$ cat config.mk
export PLATFORM = sky130hd
export DESIGN_NAME = gpio_bank
export DESIGN_NICKNAME = d
export VERILOG_FILES = /design/src/rtl/gpio_bank_pkg.sv /design/src/rtl/gpio_bank_sync.sv /design/src/rtl/gpio_bank_edge.sv /design/src/rtl/gpio_bank_regs.sv /design/src/rtl/gpio_bank.sv
export SDC_FILE = /design/constraint.sdc
export NUM_CORES = 1
export LEC_CHECK = 0
export BUFFER_PORTS_ARGS = -buffer_cell sky130_fd_sc_hd__clkbuf_2
export CORE_UTILIZATION = 45
export DETAILED_ROUTE_END_ITERATION = 8
export PLACE_DENSITY = 0.71
export SETUP_SLACK_MARGIN = 0.2
export SKIP_CTS_REPAIR_TIMING = 1
export SLEW_MARGIN = 30
export SYNTH_ARGS = -nofsm -noshare
export SYNTH_HDL_FRONTEND = slang
export SYNTH_SLANG_ARGS = --single-unit
$ cat constraint.sdc
create_clock -name clk -period 1.7 [get_ports clk]
set_clock_uncertainty 0.15 [all_clocks]
set_input_delay 0.34 -clock clk [delete_from_list [all_inputs] [get_ports clk]]
set_output_delay 0.34 -clock clk [all_outputs]
set_load 0.1 [all_outputs]
$ cat src/rtl/gpio_bank_pkg.sv
package gpio_bank_pkg;

  typedef enum logic [2:0] {
    REG_DIR  = 3'd0,
    REG_OD   = 3'd1,
    REG_DAT  = 3'd2,
    REG_EVT  = 3'd3,
    REG_MSK  = 3'd4,
    REG_CTL  = 3'd5,
    REG_NONE = 3'd7
  } reg_sel_e;

  localparam int unsigned NUM_REGS = 6;

  function automatic reg_sel_e decode_word(input logic [2:0] word_idx);
    reg_sel_e r;
    if (word_idx < 3'(NUM_REGS)) r = reg_sel_e'(word_idx);
    else                         r = REG_NONE;
    return r;
  endfunction

endpackage

$ cat src/rtl/gpio_bank_sync.sv
module gpio_bank_sync #(
  parameter int NPIN   = 24,
  parameter int STAGES = 2
) (
  input  logic            clk,
  input  logic            rst,
  input  logic [NPIN-1:0] async_in,
  output logic [NPIN-1:0] sync_out
);

  logic [NPIN-1:0] stage_q [STAGES];

  genvar s;
  generate
    for (s = 0; s < STAGES; s++) begin : g_stage
      if (s == 0) begin : g_first
        always_ff @(posedge clk) begin
          if (rst) stage_q[s] <= '0;
          else     stage_q[s] <= async_in;
        end
      end else begin : g_next
        always_ff @(posedge clk) begin
          if (rst) stage_q[s] <= '0;
          else     stage_q[s] <= stage_q[s-1];
        end
      end
    end
  endgenerate

  assign sync_out = stage_q[STAGES-1];

endmodule

$ cat src/rtl/gpio_bank_edge.sv
module gpio_bank_edge #(
  parameter int NPIN = 24
) (
  input  logic            clk,
  input  logic            rst,
  input  logic [NPIN-1:0] level,
  input  logic [NPIN-1:0] fall_only,
  input  logic [NPIN-1:0] clr,
  output logic [NPIN-1:0] evt
);

  logic [NPIN-1:0] prev_q;
  logic [NPIN-1:0] hit;
  logic [NPIN-1:0] evt_q;

  always_ff @(posedge clk) begin
    if (rst) prev_q <= '0;
    else     prev_q <= level;
  end

  genvar i;
  generate
    for (i = 0; i < NPIN; i++) begin : g_det
      logic rise_i, fall_i;
      assign rise_i = level[i] & ~prev_q[i];
      assign fall_i = ~level[i] & prev_q[i];
      assign hit[i] = fall_only[i] ? fall_i : (rise_i | fall_i);
    end
  endgenerate

  // set has priority over a simultaneous clear
  always_ff @(posedge clk) begin
    if (rst) evt_q <= '0;
    else     evt_q <= (evt_q & ~clr) | hit;
  end

  assign evt = evt_q;

  assert_w1c_clears_R10: assert property (@(posedge clk) disable iff (rst)
    1'b1 |=> ((evt & $past(clr & ~hit)) == '0));

  assert_event_sticky_R10: assert property (@(posedge clk) disable iff (rst)
    1'b1 |=> (($past(evt & ~clr) & ~evt) == '0));

  assert_set_wins_R11: assert property (@(posedge clk) disable iff (rst)
    1'b1 |=> (($past(hit) & ~evt) == '0));

endmodule

$ cat src/rtl/gpio_bank_regs.sv
module gpio_bank_regs
  import gpio_bank_pkg::*;
#(
  parameter int NPIN = 24,
  parameter int AW   = 5,
  parameter int DW   = 32
) (
  input  logic            clk,
  input  logic            rst,
  input  logic            bus_sel,
  input  logic            bus_wr,
  input  logic [AW-1:0]   bus_addr,
  input  logic [DW-1:0]   bus_wdata,
  output logic [DW-1:0]   rd_data,
  output logic            rd_valid,
  input  logic [NPIN-1:0] sync_lvl,
  input  logic [NPIN-1:0] evt,
  output logic [NPIN-1:0] dir,
  output logic [NPIN-1:0] od,
  output logic [NPIN-1:0] latch,
  output logic [NPIN-1:0] mask,
  output logic [NPIN-1:0] fall_only,
  output logic [NPIN-1:0] evt_clr
);

  localparam int PAD = DW - NPIN;

  reg_sel_e        sel;
  logic            wr_en, rd_en;
  logic [NPIN-1:0] wbits;
  logic [NPIN-1:0] rd_mux;
  logic            unused_bus;

  assign sel   = decode_word(bus_addr[4:2]);
  assign wr_en = bus_sel & bus_wr;
  assign rd_en = bus_sel & ~bus_wr;
  assign wbits = bus_wdata[NPIN-1:0];
  assign unused_bus = ^{bus_wdata[DW-1:NPIN], bus_addr[1:0]};

  always_ff @(posedge clk) begin
    if (rst) begin
      dir       <= '0;
      od        <= '0;
      latch     <= '0;
      mask      <= '0;
      fall_only <= '0;
    end else if (wr_en) begin
      unique case (sel)
        REG_DIR: dir       <= wbits;
        REG_OD:  od        <= wbits;
        REG_DAT: latch     <= wbits;
        REG_MSK: mask      <= wbits;
        REG_CTL: fall_only <= wbits;
        default: ;
      endcase
    end
  end

  assign evt_clr = (wr_en && sel == REG_EVT) ? wbits : '0;

  always_comb begin
    unique case (sel)
      REG_DIR: rd_mux = dir;
      REG_OD:  rd_mux = od;
      REG_DAT: rd_mux = (dir & latch) | (~dir & sync_lvl);
      REG_EVT: rd_mux = evt;
      REG_MSK: rd_mux = mask;
      REG_CTL: rd_mux = fall_only;
      default: rd_mux = '0;
    endcase
  end

  always_ff @(posedge clk) begin
    if (rst) begin
      rd_data  <= '0;
      rd_valid <= 1'b0;
    end else begin
      rd_valid <= rd_en;
      if (rd_en) rd_data <= {{PAD{1'b0}}, rd_mux};
    end
  end

  assert_unmapped_rd_zero_R3: assert property (@(posedge clk) disable iff (rst)
    (rd_en && bus_addr >= AW'(4 * NUM_REGS)) |=> (rd_data == '0));

  assert_rd_valid_R2: assert property (@(posedge clk) disable iff (rst)
    rd_en |=> rd_valid);

  assert_unmapped_wr_R3: assert property (@(posedge clk) disable iff (rst)
    (wr_en && bus_addr >= AW'(4 * NUM_REGS)) |=>
      ($stable(dir) && $stable(od) && $stable(latch) && $stable(mask) && $stable(fall_only)));

endmodule

$ cat src/rtl/gpio_bank.sv
module gpio_bank #(
  parameter int NPIN   = 24,
  parameter int AW     = 5,
  parameter int DW     = 32,
  parameter int STAGES = 2
) (
  input  logic            clk,
  input  logic            rst,
  input  logic            bus_sel,
  input  logic            bus_wr,
  input  logic [AW-1:0]   bus_addr,
  input  logic [DW-1:0]   bus_wdata,
  output logic [DW-1:0]   rd_data,
  output logic            rd_valid,
  input  logic [NPIN-1:0] pin_in,
  output logic [NPIN-1:0] pin_out,
  output logic [NPIN-1:0] pin_oe,
  output logic            irq
);

  logic [NPIN-1:0] sync_lvl, evt, dir, od, latch, mask, fall_only, evt_clr;

  gpio_bank_sync #(.NPIN(NPIN), .STAGES(STAGES)) u_sync (
    .clk(clk), .rst(rst), .async_in(pin_in), .sync_out(sync_lvl)
  );

  gpio_bank_edge #(.NPIN(NPIN)) u_edge (
    .clk(clk), .rst(rst), .level(sync_lvl), .fall_only(fall_only),
    .clr(evt_clr), .evt(evt)
  );

  gpio_bank_regs #(.NPIN(NPIN), .AW(AW), .DW(DW)) u_regs (
    .clk(clk), .rst(rst), .bus_sel(bus_sel), .bus_wr(bus_wr),
    .bus_addr(bus_addr), .bus_wdata(bus_wdata), .rd_data(rd_data),
    .rd_valid(rd_valid), .sync_lvl(sync_lvl), .evt(evt), .dir(dir),
    .od(od), .latch(latch), .mask(mask), .fall_only(fall_only),
    .evt_clr(evt_clr)
  );

  genvar i;
  generate
    for (i = 0; i < NPIN; i++) begin : g_drv
      always_comb begin
        if (od[i]) begin
          pin_out[i] = 1'b0;
          pin_oe[i]  = dir[i] & ~latch[i];
        end else begin
          pin_out[i] = latch[i];
          pin_oe[i]  = dir[i];
        end
      end
    end
  endgenerate

  assign irq = |(evt & mask);

  assert_od_never_high_R6: assert property (@(posedge clk) disable iff (rst)
    ((pin_oe & pin_out & od) == '0));

  assert_input_undriven_R5: assert property (@(posedge clk) disable iff (rst)
    ((pin_oe & ~dir) == '0));

endmodule

Yosys cells after proc, flatten, opt, wreduce, memory -nomap -nowiden
Memories as Yosys holds them, arrays and structs flattened.
Index checks and enable logic that the tools add are counted.
{"block": "word_totals", "ram_bits": 48, "n_memories": 1, "word_cells": 285, "ff_bits": 193}
{"name": "u_sync.stage_q", "depth": 2, "width": 24, "read_ports": 2, "rd_clocked_by_memory_dff": 0, "wr": 2, "line": "gpio_bank_sync.sv:11", "rtl": "logic [NPIN-1:0] stage_q [STAGES];"}
{"block": "classes", "magnitude_cmp": 1, "n_eq_ne": 5, "bitwise_logic": 181, "n_reduce_logical": 8, "n_mux": 80}
{"operator": "case mux 24 bit (6 select lines)", "count": 1}
{"operator": "bitwise AND 24 bit", "count": 4}
{"operator": "2-to-1 mux 1 bit", "count": 75}
{"operator": "bitwise AND 1 bit", "count": 74}
{"operator": "inverter 1 bit", "count": 73}
{"operator": "2-to-1 mux 24 bit", "count": 3}
{"operator": "inverter 24 bit", "count": 2}
{"operator": "OR 24 bit", "count": 2}
{"operator": "OR 1 bit", "count": 26}
{"operator": "OR reduction 24 bit", "count": 1}
{"operator": "AND reduction 2 bit", "count": 5}
{"operator": "equality test 3 x 2 -> 1 bit, second input constant", "count": 2}
{"operator": "equality test 3 bit, second input constant", "count": 2}
{"operator": "equality test 3 x 1 -> 1 bit, second input constant", "count": 1}
{"operator": "zero test 3 bit", "count": 1}
{"operator": "< comparator 3 bit, second input constant", "count": 1}
{"operator": "2-to-1 mux 3 bit", "count": 1}
{"operator": "logical AND 1 bit", "count": 1}

Depth between registers and ports, before layout
Gate-level depths: netlist (run 1).
{"block": "logic_depth", "word_depth": 8, "ltp_mapped": 8}

By module
From an unflattened synthesis (run 1), not the netlist that was laid out.
{"block": "hier_totals", "cells_unflattened": 1192, "hier_area_um2": 10277.4}
{"mod": "gpio_bank_regs", "n_inst": 1, "area_each_um2": 6496.2, "cells_per_inst": 806, "seq_area_each_um2": 2902.8}
{"mod": "gpio_bank_edge", "n_inst": 1, "area_each_um2": 2025.7, "cells_per_inst": 221, "seq_area_each_um2": 960.9}
{"mod": "gpio_bank_sync", "n_inst": 1, "area_each_um2": 1305.0, "cells_per_inst": 101, "seq_area_each_um2": 960.9}
{"mod": "gpio_bank", "n_inst": 1, "area_each_um2": 450.4, "cells_per_inst": 64, "seq_area_each_um2": 0.0}

Worst setup path before layout (run 1)
OpenSTA, ideal clock, no wires.
{"block": "synth_path", "path_type": "register to output", "startpoint": "register u_regs.dir[14]", "endpoint": "output port pin_oe[14]", "path_slack_ns": -1.354, "t_arrival_ns": 2.564, "stages_incl_launch_ff": 2, "path_cell_list": "dfxtp_1 -> a21boi_0"}
{"block": "synth_via", "elab_chain_cells": 2}
{"item": "from (decl)", "line": "gpio_bank_regs.sv:18", "rtl": "output logic [NPIN-1:0] dir,"}
{"item": "from (signal assigned)", "line": "gpio_bank_regs.sv:49", "rtl": "REG_DIR: dir <= wbits;"}
{"item": "bitwise AND 1 bit", "line": "gpio_bank.sv:46", "rtl": "pin_oe[i] = dir[i] & ~latch[i];"}
{"item": "2-to-1 mux 1 bit (*)", "line": "gpio_bank.sv:44", "rtl": "if (od[i]) begin"}
{"item": "to (decl)", "line": "gpio_bank.sv:17", "rtl": "output logic [NPIN-1:0] pin_oe,"}
Every way passes the cells marked *; elsewhere a longest branch is shown, timed or not.

Final worst setup path (run 1)
{"block": "layout_path", "startpoint": "register u_regs.mask[19]", "endpoint": "output port irq"}
{"block": "layout_via", "elab_chain_cells": 2}
{"item": "from (decl)", "line": "gpio_bank_regs.sv:21", "rtl": "output logic [NPIN-1:0] mask,"}
{"item": "from (signal assigned)", "line": "gpio_bank_regs.sv:52", "rtl": "REG_MSK: mask <= wbits;"}
{"item": "bitwise AND 24 bit", "line": "gpio_bank.sv:55", "rtl": "assign irq = |(evt & mask);"}
{"item": "OR reduction 24 bit", "line": "gpio_bank.sv:55"}
{"item": "to (decl)", "line": "gpio_bank.sv:18", "rtl": "output logic irq"}
No other way between the ends.

==> results of run 1 <==
==> metrics by stage <==
step / instance area, um^2 / hold slack (ns)
floorplan: 10800 / 0.264
global placement: 13100 / 0.268
detailed placement: 13100 / 0.271
CTS: 13900 / -0.137
global route: 15300 / -0.00215
finish: 15300 / -0.0282
==> sequential cells by signal (all words and copies together) (netlist names) <==
name and count:
u_edge.evt 24, u_edge.prev_q 24, u_regs.dir 24, u_regs.fall_only 24, u_regs.latch 24, u_regs.mask 24
u_regs.od 24, u_regs.rd_data 24, u_regs.rd_valid 1, u_sync.stage_q 48
==> cells in the final DEF (no fill, tap or decap), drive strengths merged, types with 2 or more instances in the layout <==
cell | synthesis | layout
clkbuf | 26 | 91
nor2b | 78 | 78
a31oi | 2 | 2
a21oi | 188 | 188
dlygate4sd3 | 0 | 42
a221oi | 8 | 8
nand3 | 2 | 2
buf | 52 | 217
o21ai | 59 | 59
a211oi | 9 | 9
or2 | 2 | 2
nand3b | 3 | 3
a21boi | 24 | 24
or3 | 2 | 2
nor2 | 75 | 75
o2bb2ai | 7 | 7
nand2b | 6 | 6
dfxtp | 241 | 241
a22oi | 22 | 22
a22o | 2 | 2
ha | 24 | 24
a311oi | 2 | 2
a2bb2oi | 12 | 12
and2 | 2 | 2
o22ai | 3 | 3
mux2i | 31 | 31
mux2 | 13 | 13
conb | 1 | 8
inv | 54 | 55
clkinv | 0 | 2
nand2 | 270 | 270
nand4 | 3 | 3
==> metal layers <==
| metal | wire length, um | global-route usage | vias up |
|---|---|---|---|
| met1 | 14100 | 0.370 | 4680 |
| met2 | 15400 | 0.428 | 479 |
| met4 | 1150 | 0.0943 | 0 |
| met3 | 2590 | 0.0336 | 97 |
| li1 | - | - | 4640 |
| met5 | 0 | 0 | - |
==> cell families (layout without fill, tap and decap cells) <==
family                     Yosys count  in the layout
and+or+nand+nor                    447            447
AOI/OAI and AO/OA                  338            338
adders and majority gates           24             24
other                                1              8
muxes                               45             45
buffers and inverters              132            409
DFF                                241            241
==> worst max-delay path, stage by stage, from the launching register on <==
cell,delay (ns)
dfxtp_2,0.33
a22o_1,0.25
a221oi_2,0.21
nand4_1,0.24
buf_12,0.24
==> final timing paths <==
path | startpoint | depth (start not counted) | slack (ns) | endpoint
hold / removal | bus_wdata[4] | 3 | -0.03 | u_regs.od[4]
setup reg to reg | u_regs.dir[3] | 5 | 0.20 | u_regs.rd_data[3]
hold reg to reg | u_sync.stage_q[0][0] | 1 | 0.28 | u_sync.stage_q[1][0]
setup / recovery | u_regs.mask[19] | 4 | -0.59 | irq
==> cell usage after synthesis (all sizes together) (2+ instances only) <==
library cell,instances,share of area
a221oi,8,0.0069
nor2,75,0.031
mux2,13,0.014
a21boi,24,0.018
a31oi,2,0.0012
nand2b,6,0.0037
a311oi,2,0.0017
nand2,270,0.10
or3,2,0.0012
o2bb2ai,7,0.0060
and2,2,0.0012
nand3b,3,0.0034
mux2i,31,0.030
a21oi,188,0.092
nand4,3,0.0018
clkbuf,26,0.0096
o22ai,3,0.0018
nor2b,78,0.048
dfxtp,241,0.47
a22o,2,0.0017
a2bb2oi,12,0.010
a22oi,22,0.016
buf,52,0.033
ha,24,0.030
o21ai,59,0.029
nand3,2,0.00098
or2,2,0.0015
inv,54,0.020
a211oi,9,0.0066
==> power breakdown <==
| group | total (mW) | switching [mW] | internal, mW |
|---|---|---|---|
| logic | 1.44 | 0.862 | 0.575 |
| clock network | 5.24 | 2.16 | 3.07 |
| registers | 5.86 | 0.133 | 5.72 |
| total | 12.5 | 3.16 | 9.37 |
==> cell type report <==
type | instances | share of cell area
clock buffer | 38 | 0.0475
clock inverter | 5 | 0.00369
inverter | 54 | 0.0139
multi-input combinational | 862 | 0.351
sequential | 241 | 0.335
tap | 280 | 0.0230
timing repair buffer | 312 | 0.227
==> impl_metrics.json, run 1 <==
{
  "outcome": "finished with violations",
  "violations": "DRC, hold timing, setup timing",
  "peakVddDrop_mv": 0.858,
  "diodes": 0,
  "core_um2": 22000,
  "multi_input_area_um2": 5350,
  "place_inst": 1667,
  "synth-compound-area-share": 0.192,
  "slew_headroom": 0.345,
  "utilization": 0.693,
  "ys_types": 44,
  "worstSetupPathType": "flop to output port",
  "path_clk_slew_ns": 0.06,
  "grt_pass1_vias": 8975,
  "hold_viol_final": 15,
  "wirelength_um": 33300,
  "gp_congestion": 0.938,
  "fmax_mhz": 437,
  "crit_arrival_ns": 1.80,
  "worstMarginPinSlew_ns": 0.982,
  "synth_simple_gate_area_frac": 0.195,
  "fp-row-count": 54,
  "fill_cells": 1613,
  "drc": 9,
  "stdcell_count": 1792,
  "p_leak_nw": 5.86,
  "finalNetCount": 1585,
  "synthMuxAreaShare": 0.0471,
  "cp-end-kind": "output port",
  "grt_pass1_wl_um": 48800,
  "port_buffers": 128,
  "worst_slack_ns": -0.589,
  "dp_hpwl_um": 21800,
  "ant_nets": 0,
  "layout-drive-gt1-share": 0.336,
  "drt_iter0_markers": 1105,
  "area_growth_syn_to_layout_pct": 50.0,
  "start_kind": "flop",
  "clockRootBuffer": "clkbuf_16",
  "fin_crit_ns": 2.29,
  "die_w_um": 152,
  "fin_crit_sh": 1.35,
  "clk_path_buf_depth": 3,
  "synth_edf_count": 0,
  "chipHeight_um": 152,
  "power_density_nw_per_um2": 821,
  "drt_pre_antenna_iters": 8,
  "regArea_um2": 5110,
  "clock_latency_ns": 0.52,
  "crit_required_ns": 1.21,
  "grt_overflow": 0,
  "htree_levels": 1,
  "wire_per_inst_um": 18.6,
  "synth_top_family_by_area": "simple AND/OR/NAND/NOR gates",
  "yosysSeqAreaShare": 0.474,
  "cts.sinks": 241,
  "drv_slew": 0,
  "cts_buffers": 25,
  "vias": 9896,
  "initial_core_util": 0.462,
  "final.setup.tns_ns": -2.44,
  "synth-adder-area-share": 0.0295,
  "place_ws_ns": -0.203,
  "die_area_um2": 23200,
  "grt_start_max_net_pins": 124,
  "cts_tree": "done",
  "ys_seq_elements": 241,
  "postSynthCellCount": 1228,
  "grt_setup_unrepaired": "true",
  "yosys_warnings": 0,
  "grt.total_usage": 0.267,
  "syn_area_per_cell_um2": 8.29,
  "setup_viol": 48,
  "hold_slack_ns": -0.0282,
  "synth_xor_xnor_area_share": 0,
  "cap_viol_max_count": 0,
  "hold_class": "input port to flop",
  "vias_per_cell": 5.52,
  "antenna_found_initial": 0,
  "p_total_mw": 12.5,
  "ios": 147,
  "synthArstFlopShare": 0,
  "synth_area_um2": 10200,
  "ys.flop_type": "dfxtp_1",
  "cp_max_fo": 2
}
(Power assumes the default switching activity.)
==> run 2, diff against run 1 <==
==> constraint.sdc (replaced) <==
create_clock -name clk -period 1.7 [get_ports clk]
set_clock_uncertainty 0.15 [all_clocks]
set_input_delay 0.34 -clock clk [delete_from_list [all_inputs] [get_ports clk]]
set_output_delay 0.34 -clock clk [all_outputs]
set_load 0.05 [all_outputs]
==> run 2 against run 1 <==
  * The flow still finishes with violations (DRC, hold timing, setup timing)
  * Cell count down 0.22%
  * Global-route usage decreased by 0.51 points
  * Combinational power is 13% lower
==> impl_metrics.json, run 2 (synthesized netlist as in run 1, its figures left out) <==
{
  "vias_per_cell": 5.50,
  "reg2reg_slack_ns": 0.26,
  "layout-drive-gt1-share": 0.326,
  "slowest_stage": "dfxtp_2",
  "vias": 9838,
  "die_area_um2": 23200,
  "grt.total_usage": 0.262,
  "setup_viol": 28,
  "slew_headroom": 0.585,
  "htree_levels": 1,
  "grt_start_max_net_pins": 118,
  "cap_viol_max_count": 0,
  "outcome": "finished with violations",
  "hold_viol_final": 5,
  "ant_nets": 0,
  "crit_required_ns": 1.21,
  "rr_startpoint": "u_regs.latch[3]",
  "cp_max_fo": 2,
  "max_flop_register": "u_sync.stage_q",
  "drc": 6,
  "peakVddDrop_mv": 0.762,
  "grt_pass1_vias": 8786,
  "start_kind": "flop",
  "p_leak_nw": 5.75,
  "grt_pass1_wl_um": 48000,
  "wirelength_um": 33100,
  "port_buffers": 128,
  "clk_path_buf_depth": 3,
  "fmax_mhz": 437,
  "place_inst": 1653,
  "fp-row-count": 54,
  "whs_path_depth": 3,
  "finalNetCount": 1578,
  "die_w_um": 152,
  "cts_buffers": 26,
  "worst_slack_ns": -0.590,
  "final_cell_mix": "nand2_1, a21oi_1, dfxtp_1, buf_4, nor2_1",
  "worstMarginPinSlew_ns": 0.621,
  "fin_crit_sh": 1.35,
  "ff2ff_path_depth": 6,
  "core_um2": 22000,
  "path_delay_family": "compound AO/OA/AOI/OAI gates",
  "power_density_nw_per_um2": 878,
  "area_growth_syn_to_layout_pct": 44.5,
  "ios": 147,
  "chipHeight_um": 152,
  "final_common_cell": "nand2_1",
  "gp_congestion": 0.872,
  "min_to": "u_regs.latch[4]",
  "stdcell_count": 1788,
  "antenna_found_initial": 0,
  "hold_class": "input port to flop",
  "drt_pre_antenna_iters": 9,
  "cts.sinks": 241,
  "violations": "DRC, hold timing, setup timing",
  "path_clk_slew_ns": 0.06,
  "fill_cells": 1658,
  "drt_iter0_markers": 860,
  "crit_arrival_ns": 1.80,
  "grt_overflow": 0,
  "fin_crit_ns": 2.29,
  "path_buf_inv": 1,
  "diodes": 0,
  "cts_tree": "done",
  "wire_per_inst_um": 18.5,
  "rr_endpoint": "u_regs.rd_data[3]",
  "startpoint": "u_regs.mask[19]",
  "cp_cell_sequence": "a22o_1 -> a221oi_2 -> nand4_1 -> buf_6",
  "worstSetupPathType": "flop to output port",
  "cpPeakStageDelay_ns": 0.32,
  "dp_hpwl_um": 20900,
  "place_ws_ns": -0.170,
  "initial_core_util": 0.462,
  "largest_reg_flops": 48,
  "p_total_mw": 12.9,
  "cp-end-kind": "output port",
  "min_from": "bus_wdata[4]",
  "grt_setup_unrepaired": "true",
  "drv_slew": 0,
  "clockRootBuffer": "clkbuf_16",
  "utilization": 0.668,
  "hold_slack_ns": -0.0342,
  "clock_latency_ns": 0.53
}
run 2: cell type report:
type | instances | area [um^2] | area share
Clock buffer | 37 | 783 | 0.0533
Clock inverter | 10 | 111 | 0.00757
Inverter | 54 | 208 | 0.0141
Multi-Input combinational cell | 862 | 5270 | 0.358
Sequential cell | 241 | 5080 | 0.346
Tap cell | 280 | 350 | 0.0238
Timing Repair Buffer | 304 | 2900 | 0.197
run 2: stage by stage:
| step | TNS (ns) | cell area [um^2] |
|---|---|---|
| finish | -1.16 | 14700 |
| global route | -2.32 | 14700 |
| CTS | -9.24 | 12800 |
| detailed placement | -9.37 | 11900 |
| global placement | -6.83 | 11900 |
| floorplan | 0 | 10500 |
run 2: worst register-to-register path: cells and delay by family, from the launching register on:
kind / cells / cell delay [ns]
compound gates: 3 / 0.43
flops: 1 / 0.35
buf+inv: 2 / 0.27
mux: 1 / 0.13
run 2: how the worst max path moves through the flow:
stage	to	slack, ns	cells past startpoint
after global placement	u_regs.rd_data[12]	-0.13	6
after global routing	irq	-0.63	4
final	irq	-0.59	4
after floorplan	irq	0.02	3
after CTS	irq	-0.68	5
after detailed placement	u_regs.rd_data[12]	-0.17	6
run 2: per-layer routing:
metal | GRT usage | part of all wire | vias up | wire, um
met3 | 0.0489 | 0.093 | 100 | 3090
met1 | 0.359 | 0.41 | 4597 | 13500
met2 | 0.411 | 0.46 | 494 | 15400
li1 | - | - | 4647 | -
met4 | 0.0928 | 0.033 | 0 | 1110
met5 | 0 | 0 | - | 0
run 2: power breakdown:
part / switching [mW] / leakage [nW] / internal, mW
clock: 2.30 / 0.435 / 3.50
sequential: 0.126 / 2.03 / 5.73
combinational: 0.720 / 3.29 / 0.531
